--- src/rtl/cfg_gate_pkg.sv ---
package cfg_gate_pkg;
  typedef enum logic [2:0] {
    ST_IDLE,
    ST_HEADER,
    ST_COMPARE,
    ST_FORWARD,
    ST_DISCARD,
    ST_DONE
  } gate_st_e;
endpackage

--- src/rtl/cfg_gate_lock.sv ---
module cfg_gate_lock (
  input  logic       clk,
  input  logic       rst,
  input  logic [1:0] req,
  input  logic       can_grant,
  input  logic       end_ev,
  output logic [1:0] gnt
);
  logic pri_q;
  logic held;
  assign held = |(gnt & req);

  always_ff @(posedge clk) begin
    if (rst) begin
      gnt   <= 2'b00;
      pri_q <= 1'b0;
    end else if (gnt != 2'b00) begin
      if (end_ev || !held) begin
        gnt   <= 2'b00;
        pri_q <= ~gnt[1];
      end
    end else if (can_grant && (req != 2'b00)) begin
      if (req[pri_q]) gnt <= pri_q ? 2'b10 : 2'b01;
      else            gnt <= pri_q ? 2'b01 : 2'b10;
    end
  end
endmodule

--- src/rtl/cfg_gate_hdr.sv ---
module cfg_gate_hdr #(
  parameter int DW        = 8,
  parameter int SIG_BYTES = 8,
  parameter logic [SIG_BYTES*DW-1:0] EXP_SIG = '0
) (
  input  logic          clk,
  input  logic          rst,
  input  logic          clr,
  input  logic          shift,
  input  logic [DW-1:0] din,
  output logic          cnt_last,
  output logic          match
);
  localparam int SW = SIG_BYTES * DW;
  localparam int CW = $clog2(SIG_BYTES + 1);

  logic [SW-1:0] sh_q;
  logic [CW-1:0] cnt_q;

  generate
    if (SIG_BYTES == 1) begin : g_one
      always_ff @(posedge clk) begin
        if (rst)        sh_q <= '0;
        else if (shift) sh_q <= din;
      end
    end else begin : g_many
      always_ff @(posedge clk) begin
        if (rst)        sh_q <= '0;
        else if (shift) sh_q <= {sh_q[SW-DW-1:0], din};
      end
    end
  endgenerate

  always_ff @(posedge clk) begin
    if (rst || clr)  cnt_q <= '0;
    else if (shift)  cnt_q <= cnt_q + CW'(1);
  end

  assign cnt_last = (cnt_q == CW'(SIG_BYTES - 1));
  assign match    = (sh_q == EXP_SIG);
endmodule

--- src/rtl/cfg_gate_obuf.sv ---
module cfg_gate_obuf #(
  parameter int DW = 8
) (
  input  logic          clk,
  input  logic          rst,
  input  logic          load,
  input  logic [DW-1:0] din,
  input  logic          lin,
  input  logic          m_ready,
  output logic          m_valid,
  output logic [DW-1:0] m_data,
  output logic          m_last,
  output logic          free
);
  always_ff @(posedge clk) begin
    if (rst) begin
      m_valid <= 1'b0;
      m_data  <= '0;
      m_last  <= 1'b0;
    end else if (load) begin
      m_valid <= 1'b1;
      m_data  <= din;
      m_last  <= lin;
    end else if (m_ready) begin
      m_valid <= 1'b0;
    end
  end

  assign free = !m_valid || m_ready;
endmodule

--- src/rtl/cfg_sig_gate.sv ---
module cfg_sig_gate
  import cfg_gate_pkg::*;
#(
  parameter int DW        = 8,
  parameter int SIG_BYTES = 8,
  parameter logic [SIG_BYTES*DW-1:0] EXP_SIG = 64'h3C5A_96E1_0F7B_D248
) (
  input  logic          clk,
  input  logic          rst,
  input  logic [1:0]    req,
  output logic [1:0]    gnt,
  input  logic [1:0]    s_valid,
  input  logic [2*DW-1:0] s_data,
  input  logic [1:0]    s_last,
  output logic [1:0]    s_ready,
  output logic          m_valid,
  output logic [DW-1:0] m_data,
  output logic          m_last,
  input  logic          m_ready,
  input  logic          err_clr,
  output logic          err_flag,
  output logic          done
);
  gate_st_e      st_q, st_d;
  logic          hdr_last_q, hdr_last_d;
  logic          err_q, done_q;
  logic          own, live, sel_valid, sel_last;
  logic [DW-1:0] sel_data;
  logic          core_ready, acc, err_set;
  logic          cnt_last, match, out_free, load, end_ev, can_grant;

  assign own       = gnt[1];
  assign live      = |(gnt & req);
  assign sel_valid = s_valid[own];
  assign sel_last  = s_last[own];
  assign sel_data  = s_data[own*DW +: DW];

  always_comb begin
    case (st_q)
      ST_HEADER:  core_ready = 1'b1;
      ST_FORWARD: core_ready = out_free;
      ST_DISCARD: core_ready = 1'b1;
      default:    core_ready = 1'b0;
    endcase
  end

  assign s_ready   = (gnt & req) & {2{core_ready}};
  assign acc       = live && sel_valid && core_ready;
  assign load      = acc && (st_q == ST_FORWARD);
  assign end_ev    = (st_q == ST_DONE) && !m_valid;
  assign can_grant = (st_q == ST_IDLE) && !m_valid;

  cfg_gate_lock u_lock (
    .clk(clk), .rst(rst), .req(req), .can_grant(can_grant),
    .end_ev(end_ev), .gnt(gnt)
  );

  cfg_gate_hdr #(.DW(DW), .SIG_BYTES(SIG_BYTES), .EXP_SIG(EXP_SIG)) u_hdr (
    .clk(clk), .rst(rst), .clr(st_q == ST_IDLE),
    .shift(acc && (st_q == ST_HEADER)), .din(sel_data),
    .cnt_last(cnt_last), .match(match)
  );

  cfg_gate_obuf #(.DW(DW)) u_obuf (
    .clk(clk), .rst(rst), .load(load), .din(sel_data), .lin(sel_last),
    .m_ready(m_ready), .m_valid(m_valid), .m_data(m_data),
    .m_last(m_last), .free(out_free)
  );

  always_comb begin
    st_d       = st_q;
    hdr_last_d = hdr_last_q;
    err_set    = 1'b0;
    case (st_q)
      ST_IDLE: if (live) st_d = ST_HEADER;
      ST_HEADER: begin
        if (!live) st_d = ST_IDLE;
        else if (acc) begin
          if (cnt_last) begin
            st_d       = ST_COMPARE;
            hdr_last_d = sel_last;
          end else if (sel_last) begin
            err_set = 1'b1;
            st_d    = ST_DONE;
          end
        end
      end
      ST_COMPARE: begin
        if (!live) st_d = ST_IDLE;
        else if (match) st_d = hdr_last_q ? ST_DONE : ST_FORWARD;
        else begin
          err_set = 1'b1;
          st_d    = hdr_last_q ? ST_DONE : ST_DISCARD;
        end
      end
      ST_FORWARD, ST_DISCARD: begin
        if (!live) st_d = ST_IDLE;
        else if (acc && sel_last) st_d = ST_DONE;
      end
      ST_DONE: if (!m_valid) st_d = ST_IDLE;
      default: st_d = ST_IDLE;
    endcase
  end

  always_ff @(posedge clk) begin
    if (rst) begin
      st_q       <= ST_IDLE;
      hdr_last_q <= 1'b0;
      err_q      <= 1'b0;
      done_q     <= 1'b0;
    end else begin
      st_q       <= st_d;
      hdr_last_q <= hdr_last_d;
      done_q     <= end_ev;
      if (err_set)      err_q <= 1'b1;
      else if (err_clr) err_q <= 1'b0;
    end
  end

  assign err_flag = err_q;
  assign done     = done_q;
endmodule

--- config.mk ---
export PLATFORM = sky130hd
export DESIGN_NAME = cfg_sig_gate
export DESIGN_NICKNAME = d
export VERILOG_FILES = /design/src/rtl/cfg_gate_pkg.sv /design/src/rtl/cfg_gate_lock.sv /design/src/rtl/cfg_gate_hdr.sv /design/src/rtl/cfg_gate_obuf.sv /design/src/rtl/cfg_sig_gate.sv
export SDC_FILE = /design/constraint.sdc
export NUM_CORES = 1
export LEC_CHECK = 0
export BUFFER_PORTS_ARGS = -buffer_cell sky130_fd_sc_hd__buf_2
export CAP_MARGIN = 5
export CORE_MARGIN = 2
export CORE_UTILIZATION = 25
export DETAILED_ROUTE_END_ITERATION = 10
export GPL_TIMING_DRIVEN = 0
export SLEW_MARGIN = 5
export SYNTH_ARGS = -nofsm -noshare
export SYNTH_HDL_FRONTEND = slang
export SYNTH_SLANG_ARGS = --single-unit
--- constraint.sdc ---
create_clock -name clk -period 4.5 [get_ports clk]
set_input_delay 0.9 -clock clk [delete_from_list [all_inputs] [get_ports clk]]
set_output_delay 0.9 -clock clk [all_outputs]
set_load 0.005 [all_outputs]
==> results by group, run 1 <==
Status
  • Status: finished, final reports clean

Worst setup path
  • Worst EP arrival: 1.65 ns
  • Type of origin of the critical path: input port
  • Crit path capture type: output pin
  • Worst-path maximum fanout: 3
  • Flop2flop setup slack: 2.37 ns
  • CP required: 3.60 ns
  • R2r startpoint: u_lock.gnt[1]$_SDFFE_PP0P_
  • Kind of critical path: input port to output pin
  • Worst setup startpoint: m_ready

Logic synthesis
  • Synth area leader: dfxtp_1
  • Syn Inst Count: 433
  • Dominant synthesized flop cell: dfxtp_1
  • Ys async rst share: 0
  • Synth Area in Adders: 0.00342
  • Synth top area share: 0.476
  • Synth Area in XOR/XNOR: 0.00718
  • YS warnings: 0
  • Synth top area cells: dfxtp_1 48%, nand2_1 12%, a21oi_1 8.8%
  • Average size of a mapped cell: 8.45 um^2
  • Post-Synth Simple-Gate Area: 0.253
  • Seq/Total Area, Yosys: 0.476
  • Post-synthesis mux area share: 0.0335
  • Syn Nets: 460
  • Synth Cell Area: 3660 um^2
  • Number of flops mapped to enable cells by yosys: 0
  • Synth cell types: 51
  • Compound-gate portion of the synthesized area: 0.168
  • Seq cells post-synth: 87
  • Largest family of logic cells by synthesized area: simple AND/OR/NAND/NOR gates

Global route
  • Grt ovf: 0
  • First-pass GRT wire length: 15,200 um
  • Largest net degree at the start of global routing: 17
  • Total Routing Usage GR: 0.118
  • Initial antenna violation count: 0
  • Vias in the first global route: 3,131

Placed design
  • IO buf count: 40
  • Cell Area, Placed: 4090 um^2
  • DP HPWL: 6640 um
  • GP Congestion: 0.863

Timing
  • Clock Skew: 0.00541 ns
  • Setup violators final: 0
  • Setup TNS: 0 ns
  • Fmax: 393 MHz
  • Period utilization: 0.566
  • Slew HR: 0.504
  • Slew at the pin closest to its max-slew limit: 0.738 ns
  • Max Slew Vio Count: 0
  • Final hold violation count: 0
  • RSZ-0062 raised after global routing: no
  • Minimum clock period: 2.55 ns

CTS
  • CTS clk-pin slew, worst paths: 0.06 ns
  • Post-cts resize count: 0
  • Clock root buffer: clkbuf_16
  • CTS max path bufs: 2
  • Worst skew pair latency: 0.34 ns
  • Clock sink count: 87
  • Post-CTS Hold Buffers: 0
  • Cts bufs inserted: 9
  • H-tree levels: 3
  • CTS tree: yes
  • Post-CTS Setup Inserts: 0

Pwr
  • Pwr dens: 435 nW/um^2
  • Peak VDD IR: 0.233 mV
  • Leak Pwr: 1.52 nW

Drt
  • Total number of vias: 3,195
  • Routed vias/inst: 4.75
  • Detailed Route WL: 8970 um
  • DR DRC count: 0
  • Routed Antenna Nets: 0
  • Post-DR wirelength/cell: 13.3 um
  • 1st-iter DRT viols: 160
  • 1st-pass router iterations: 4

Final layout
  • Design Area, Final: 4420 um^2
  • Area delta synth->final: 20.7%
  • Number of nets in the layout: 511
  • # diodes: 0
  • Share of cells above drive strength 1: 0.176
  • Utilization after layout: 0.306

Floorplanning
  • Top Ports: 42
  • Die X: 125 um
  • Initial Util: 0.254
  • Die span in y: 125 um
  • Die area: 15,600 um^2
  • Row count: 44
  • Core ar.: 14,400 um^2

Flow run
  • Max-Cap Viols: 0

Hold path
  • HP Class: register to register
  • Hold Path Origin: u_hdr.sh_q[59]$_SDFFE_PP0P_
[layer usage]
metal	part of all wire	routed length [um]	vias to the layer above	GRT usage
li1	-	-	1608	-
met1	0.47	4200	1503	0.152
met2	0.48	4270	73	0.198
met3	0.041	370	11	0.0235
met4	0.014	124	0	0.0399
met5	0	0	-	0
[final timing paths]
check	endpoint	depth (start not counted)
worst max register to register	u_hdr.sh_q[24]$_SDFFE_PP0P_	8
worst min register to register	u_hdr.sh_q[59]$_SDFFE_PP0P_	2
worst max-delay path	s_ready[1]	5
worst min-delay path	u_hdr.sh_q[59]$_SDFFE_PP0P_	2
[final cells by class]
type                            count  area (um^2)
Sequential cell                    87         1740
Tap cell                          184          230
Inverter                            6         22.5
Clock buffer                        9          225
Clock inverter                      7          103
Buffer                             30          191
Fill cell                        1536        10000
Timing Repair Buffer               40          200
Multi-Input combinational cell    310         1700
[through the flow]
step / hold slack (ns) / std cells / power (W) / setup slack (ns)
floorplan: 0.432 / 433 / 0.00104 / 2.24
global placement: 0.441 / 657 / 0.00111 / 1.97
detailed placement: 0.450 / 657 / 0.00111 / 1.96
CTS: 0.459 / 673 / 0.00193 / 1.95
global route: 0.487 / 673 / 0.00200 / 1.91
finish: 0.457 / 673 / 0.00192 / 1.95
[critical path, stage by stage]
cell and delay (ns):
buf_2 0.11, nand3b_1 0.21, a21boi_4 0.23, nor2_1 0.07
buf_2 0.13
[power breakdown]
| group | internal (W) | switching [W] | total [W] |
|---|---|---|---|
| clock | 0.000495 | 0.000328 | 0.000823 |
| combinational | 0.000130 | 0.000164 | 0.000294 |
| sequential | 0.000788 | 0.0000146 | 0.000803 |
| total | 0.00141 | 0.000506 | 0.00192 |
[placed cells by master, fill, tap and decap left out, types with 2 or more instances in the layout]
cell       Yosys  routed
nand2_1      118     118
dfxtp_1       87      87
a21oi_1       64      64
buf_2         12      52
nor2_1        24      24
a211oi_1      17      17
clkbuf_1      12      12
mux2i_1       10      10
clkbuf_16      0       9
nor3_1         7       7
nor4b_1        7       7
nand4_1        7       7
inv_1          6       6
o21ai_0        5       5
nor4bb_1       5       5
buf_6          4       4
nand2b_1       3       3
and4_1         3       3
inv_6          0       3
nand3b_1       2       2
mux2_2         2       2
and2_1         2       2
and3_1         2       2
or3_1          2       2
a211o_1        2       2
nand3_1        2       2
xor2_1         2       2
bufinv_16      0       2
[cell families (layout without fill, tap and decap cells)]
group,Yosys count,after routing
AO/OA/AOI/OAI,100,100
XOR/XNOR,3,3
adder cells (fa/ha/maj),1,1
buffers and inverters,36,92
flip-flops,87,87
multiplexers,12,12
AND/OR/NAND/NOR,194,194
[Yosys cell counts (2+ instances only)]
library cell and count:
and3_1 2, nor4bb_1 5, nand4_1 7, clkbuf_1 12
a21oi_1 64, xor2_1 2, and2_1 2, nand2b_1 3
inv_1 6, nand3_1 2, nand3b_1 2, mux2i_1 10
mux2_2 2, buf_2 12, a211o_1 2, or3_1 2
o21ai_0 5, and4_1 3, nand2_1 118, buf_6 4
dfxtp_1 87, nor2_1 24, nor4b_1 7, nor3_1 7
a211oi_1 17
[state kept, by name, indices dropped and copies added (netlist names), 2 cells and up]
name	count
u_hdr.cnt_q	4
u_lock.gnt	2
u_hdr.sh_q	64
u_obuf.m_data	8
st_q	3
(Power assumes the default switching activity.)
==> run 2: changes to the inputs <==
--- a/config.mk
+++ b/config.mk
@@ -5,6 +5,7 @@
 export SDC_FILE = /design/constraint.sdc
 export NUM_CORES = 1
 export LEC_CHECK = 0
+export ABC_AREA = 1
 export BUFFER_PORTS_ARGS = -buffer_cell sky130_fd_sc_hd__buf_2
 export CAP_MARGIN = 5
 export CORE_MARGIN = 2
==> constraint.sdc (replaced) <==
create_clock -name clk -period 2.64 [get_ports clk]
set_input_delay 0.528 -clock clk [delete_from_list [all_inputs] [get_ports clk]]
set_output_delay 0.528 -clock clk [all_outputs]
set_load 0.005 [all_outputs]
==> results by group, run 2 <==
Drt
  • Post-DR wirelength/cell: 12.4 um
  • Total number of vias: 3,811
  • Routed vias/inst: 4.47
  • Routed Antenna Nets: 0
  • DR DRC count: 0
  • 1st-iter DRT viols: 226
  • Detailed Route WL: 10,500 um
  • 1st-pass router iterations: 4

CTS
  • Worst skew pair latency: 0.35 ns
  • CTS max path bufs: 2
  • Post-CTS Setup Inserts: 0
  • Clock sink count: 87
  • Post-cts resize count: 0
  • CTS clk-pin slew, worst paths: 0.06 ns
  • H-tree levels: 3
  • Post-CTS Hold Buffers: 0
  • CTS tree: yes
  • Cts bufs inserted: 9
  • Clock root buffer: clkbuf_16

Final layout
  • Largest reg by FF count: u_hdr.sh_q
  • Number of fill cells in the layout: 1,727
  • Fin cells: 852
  • Share of cells above drive strength 1: 0.132
  • Max reg flops: 64
  • Biggest regs: u_hdr.sh_q: 64 flops, u_obuf.m_data: 8 flops, u_hdr.cnt_q: 4 flops
  • # diodes: 0
  • Number of nets in the layout: 658
  • Commonest non-fill, non-tap cell in the layout: nand2_1
  • Most frequent cells in the layout: 152 x nand2_1, 87 x dfxtp_1, 80 x a21oi_1, 54 x nor2_1, 53 x nand3_1
  • Area delta synth->final: 19.4%

Timing
  • Slew at the pin closest to its max-slew limit: 0.643 ns
  • RSZ-0062 raised after global routing: no
  • Final hold violation count: 0
  • Clock Skew: 0.00711 ns
  • Minimum clock period: 2.03 ns
  • Worst setup margin: 0.613 ns
  • Setup violators final: 0
  • Setup TNS: 0 ns
  • Fmax: 493 MHz
  • Max Slew Vio Count: 0
  • Period utilization: 0.768
  • Slew HR: 0.571

Logic synthesis
  • Syn Inst Count: 579
  • Synth top area cells: dfxtp_1 44%, nand2_1 14%, a21oi_1 10%
  • YS warnings: 0
  • Syn Nets: 606
  • Synth top area share: 0.437
  • Number of flops mapped to enable cells by yosys: 0
  • Dominant synthesized flop cell: dfxtp_1
  • Synth cell count leaders: 152 x nand2_1, 87 x dfxtp_1, 80 x a21oi_1
  • Seq cells post-synth: 87
  • Synth cell types: 30
  • Ys async rst share: 0
  • Seq/Total Area, Yosys: 0.437
  • Synth area leader: dfxtp_1
  • Average size of a mapped cell: 6.88 um^2
  • Synth Cell Area: 3980 um^2
  • Count leader, synth: nand2_1

Global route
  • Initial antenna violation count: 0
  • First-pass GRT wire length: 17,300 um
  • Grt ovf: 0
  • Total Routing Usage GR: 0.131
  • Largest net degree at the start of global routing: 16
  • Vias in the first global route: 3,499

Pwr
  • Leak Pwr: 1.75 nW
  • Peak VDD IR: 0.530 mV
  • Flop pwr share: 0.421
  • Clock share of power: 0.386
  • Pwr dens: 702 nW/um^2
  • Comb power frac: 0.193
  • Internal power: 0.00229 W
  • Switch Pwr: 0.00105 W
  • Switching Share: 0.315

Worst setup path
  • Worst EP arrival: 1.50 ns
  • Worst-path maximum fanout: 7
  • Type of origin of the critical path: register
  • R2r startpoint: st_q[0]$_SDFFE_PP0P_
  • Kind of critical path: register to output pin
  • Crit path capture type: output pin
  • CP required: 2.11 ns
  • Worst setup startpoint: st_q[0]$_SDFFE_PP0P_

Hold path
  • Hold Path Origin: u_lock.pri_q$_SDFFE_PP0P_
  • HP Class: register to register

Floorplanning
  • Row count: 46
  • Die X: 130 um
  • Core ar.: 15,700 um^2
  • Die area: 17,000 um^2
  • Initial Util: 0.253
  • Die span in y: 130 um
  • Top Ports: 42

Placed design
  • GP Congestion: 0.824
  • DP HPWL: 7800 um
  • Placed Cells: 836
  • IO buf count: 41
  • Pre-CTS setup slack: 0.583 ns

Flow run
  • Max-Cap Viols: 0

Status
  • Status: finished, final reports clean
## run 2: cell types whose count changed after synthesis, moves of 8 or more
cell      previous run  this run
o21ai_0              5        13
a21oi_1             64        80
a211oi_1            17         0
nor2_1              24        54
mux2i_1             10         0
inv_1                6        51
nand2_1            118       152
o21ai_1              0        27
nand3_1              2        53
## run 2: path summary, 6_finish.rpt
kind	endpoint	slack (ns)	depth (start not counted)
setup / recovery	s_ready[1]	0.61	6
hold reg to reg	u_lock.pri_q$_SDFFE_PP0P_	0.46	2
setup reg to reg	u_hdr.sh_q[18]$_SDFFE_PP0P_	0.79	11
hold / removal	u_lock.pri_q$_SDFFE_PP0P_	0.46	2
## run 2: through the flow
stage               total power [W]   util  cell area, um^2  hold WS [ns]
floorplan                   0.00190      -             3980         0.430
global placement            0.00208  0.284             4460         0.441
detailed placement          0.00208  0.284             4460         0.450
CTS                         0.00336  0.303             4750         0.461
global route                0.00350  0.303             4750         0.487
finish                      0.00334  0.303             4750         0.456
## run 2: power by group through the flow
stage / clock (W) / sequential [W] / combinational, W
2_1_floorplan: 0 / 0.00142 / 0.000472
3_3_place_gp: 0 / 0.00143 / 0.000642
3_5_place_dp: 0 / 0.00143 / 0.000643
4_1_cts: 0.00131 / 0.00140 / 0.000648
5_1_grt: 0.00136 / 0.00141 / 0.000731
6_report: 0.00129 / 0.00140 / 0.000644
## run 2: cells by family (layout without fill, tap and decap cells)
family | Yosys count | count (layout) | synth area share
flops | 87 | 87 | 0.437
xor+xnor | 1 | 1 | 0.00220
compound gates | 124 | 124 | 0.160
fa+ha+maj | 1 | 1 | 0.00314
buf+inv | 84 | 141 | 0.0986
simple gates | 282 | 282 | 0.299
## run 2: final cells by class
type	count	area, um^2	area share
inverters	55	209	0.0439
repair buffers	41	205	0.0432
flip-flops and latches	87	1740	0.366
clock inverters	7	71.3	0.0150
clock buffers	9	225	0.0474
multi-input cells	408	1850	0.389
well taps	216	270	0.0568
plain buffers	29	184	0.0387
## run 2: per-layer routing
| layer | vias up | wire length (um) | GRT usage |
|---|---|---|---|
| li1 | 1995 | - | - |
| met1 | 1722 | 5120 | 0.172 |
| met2 | 83 | 4820 | 0.213 |
| met3 | 11 | 429 | 0.0262 |
| met4 | 0 | 151 | 0.0462 |
| met5 | - | 0 | 0 |
## run 2: critical path, cell delays in order (launching register included)
cell and delay [ns]:
dfxtp_1 0.45, nand2_1 0.10, nor2_1 0.14, nand2_1 0.10, nand3_2 0.10, and3_1 0.15, buf_2 0.11
==> run 3: changes to the inputs <==
--- a/config.mk
+++ b/config.mk
@@ -5,7 +5,7 @@
 export SDC_FILE = /design/constraint.sdc
 export NUM_CORES = 1
 export LEC_CHECK = 0
-export ABC_AREA = 1
+export ABC_AREA = 0
 export BUFFER_PORTS_ARGS = -buffer_cell sky130_fd_sc_hd__buf_2
 export CAP_MARGIN = 5
 export CORE_MARGIN = 2
==> constraint.sdc (replaced) <==
create_clock -name clk -period 1.8 [get_ports clk]
set_input_delay 0.36 -clock clk [delete_from_list [all_inputs] [get_ports clk]]
set_output_delay 0.36 -clock clk [all_outputs]
set_load 0.005 [all_outputs]
==> results by group, run 3 (synthesized netlist as in run 1, its figures left out) <==
Status
  • Status: finished, violations left
  • Failing checks: setup timing

Final layout
  • Commonest non-fill, non-tap cell in the layout: nand2_1
  • Max reg flops: 64
  • # diodes: 0
  • Biggest regs: u_hdr.sh_q: 64 flops, u_obuf.m_data: 8 flops, u_hdr.cnt_q: 4 flops
  • Number of nets in the layout: 520
  • Share of cells above drive strength 1: 0.247
  • Area delta synth->final: 28.8%
  • Largest reg by FF count: u_hdr.sh_q
  • Most frequent cells in the layout: 117 x nand2_1, 82 x dfxtp_1, 63 x a21oi_1, 41 x buf_2, 24 x nor2_1

Drt
  • Routed vias/inst: 4.81
  • Routed Antenna Nets: 0
  • Detailed Route WL: 9600 um
  • Post-DR wirelength/cell: 14.1 um
  • Total number of vias: 3,281
  • 1st-pass router iterations: 5
  • DR DRC count: 0
  • 1st-iter DRT viols: 163

Timing
  • Fmax: 544 MHz
  • Minimum clock period: 1.84 ns
  • Slew at the pin closest to its max-slew limit: 0.589 ns
  • Slew HR: 0.607
  • Final hold violation count: 0
  • Max Slew Vio Count: 0
  • Period utilization: 1.02
  • RSZ-0062 raised after global routing: yes
  • Clock Skew: 0.00517 ns
  • Setup violators final: 3
  • Worst setup margin: -0.0370 ns

Floorplanning
  • Die X: 125 um
  • Core ar.: 14,400 um^2
  • Top Ports: 42
  • Die span in y: 125 um
  • Initial Util: 0.254
  • Row count: 44
  • Die area: 15,600 um^2

Hold path
  • HP Class: input port to register
  • Hold depth: 3

CTS
  • Worst skew pair latency: 0.34 ns
  • CTS max path bufs: 2
  • Cts bufs inserted: 9
  • Clock root buffer: clkbuf_16
  • CTS clk-pin slew, worst paths: 0.06 ns
  • CTS tree: yes
  • H-tree levels: 3
  • Post-CTS Hold Buffers: 0
  • Clock sink count: 87

Global route
  • Most Used Layer, Global Route: met2
  • Initial antenna violation count: 0
  • Grt ovf: 0
  • GR Util met1: 0.155
  • Largest net degree at the start of global routing: 16
  • First-pass GRT wire length: 15,900 um
  • Met3 usage: 0.0210
  • Vias in the first global route: 3,256
  • Grt met2 use: 0.211
  • Total Routing Usage GR: 0.123

Worst setup path
  • CP required: 1.44 ns
  • Type of origin of the critical path: register
  • Crit path capture type: output pin
  • Register-to-Register Path Depth: 7
  • Worst EP arrival: 1.48 ns
  • Worst-path maximum fanout: 3
  • Kind of critical path: register to output pin

Pwr
  • Total Power: 0.00481 W
  • Leak Pwr: 1.65 nW
  • Internal power: 0.00351 W
  • Pwr dens: 1020 nW/um^2
  • Peak VDD IR: 0.466 mV
  • Flop pwr share: 0.422
  • Clock share of power: 0.403
  • Comb power frac: 0.175
  • Switching Share: 0.270
  • Switch Pwr: 0.00130 W

Placed design
  • IO buf count: 40
  • Pre-CTS setup slack: -0.289 ns
  • DP HPWL: 6750 um
  • GP Congestion: 0.816

Flow run
  • Max-Cap Viols: 0
## run 3: cell types whose count changed in the layout (fill, tap and decap cells not counted), sizes merged, moves of 10 or more
cell,before,now
nor2,55,25
nand3,55,2
o21ai,41,5
mux2i,0,10
nand2,154,118
inv,56,7
a211oi,0,18
a21oi,80,64
## run 3: per-layer routing
layer | part of all wire | vias to the layer above
met1 | 0.45 | 1569
met4 | 0.017 | 0
li1 | - | 1623
met2 | 0.49 | 72
met3 | 0.038 | 17
met5 | 0 | -
## run 3: power groups by stage
stage	Clock (W)	Sequential, W	Combinational [W]
floorplan	0	0.00204	0.000568
global placement	0	0.00205	0.000725
detailed placement	0	0.00205	0.000747
CTS	0.00196	0.00201	0.000793
global route	0.00206	0.00204	0.000903
finish	0.00194	0.00203	0.000839
## run 3: repair_timing
| item | 4_1_cts | 5_1_grt |
|---|---|---|
| resized for setup | 30 | 32 |
| buffers inserted | 4 | 5 |
| cloned | 0 | 2 |
| setup endpoints to repair | 80 | 75 |
| pin swaps | 5 | 12 |
## run 3: stage by stage
step | instance area [um^2] | hold slack [ns] | TNS (ns) | cells | util
global placement | 4100 | 0.440 | -10.44 | 657 | 0.284
finish | 4710 | 0.322 | -0.0694 | 682 | 0.327
floorplan | 3670 | 0.432 | -0.0311 | 433 | -
CTS | 4550 | 0.321 | -0.411 | 677 | 0.315
detailed placement | 4100 | 0.450 | -12.34 | 657 | 0.284
global route | 4710 | 0.336 | -0.496 | 682 | 0.327
## run 3: final timing paths
kind,endpoint,from,slack [ns]
hold / removal,err_flag$_SDFFE_PP0P_,err_clr,0.32
setup reg to reg,u_obuf.m_data[4]$_SDFFE_PP0P_,st_q[0]$_SDFFE_PP0P_,-0.03
hold reg to reg,u_hdr.sh_q[61]$_SDFFE_PP0P_,u_hdr.sh_q[61]$_SDFFE_PP0P_,0.46
setup / recovery,s_ready[0],st_q[0]$_SDFFE_PP0P_,-0.04
## run 3: layout make-up
type                       count  area [um^2]
buffer                        28          254
clock buffer                  11          253
clock inverter                 5         63.8
fill                        1523         9710
inverter                       6         22.5
multi-input combinational    310         1830
sequential                    87         1750
tap                          184          230
timing repair buffer          51          308
## run 3: worst max-delay path: stages (launching register included)
cell and delay [ns]:
dfxtp_2 0.34, or3b_4 0.41, a21boi_4 0.17, nor2_1 0.11, buf_2 0.12
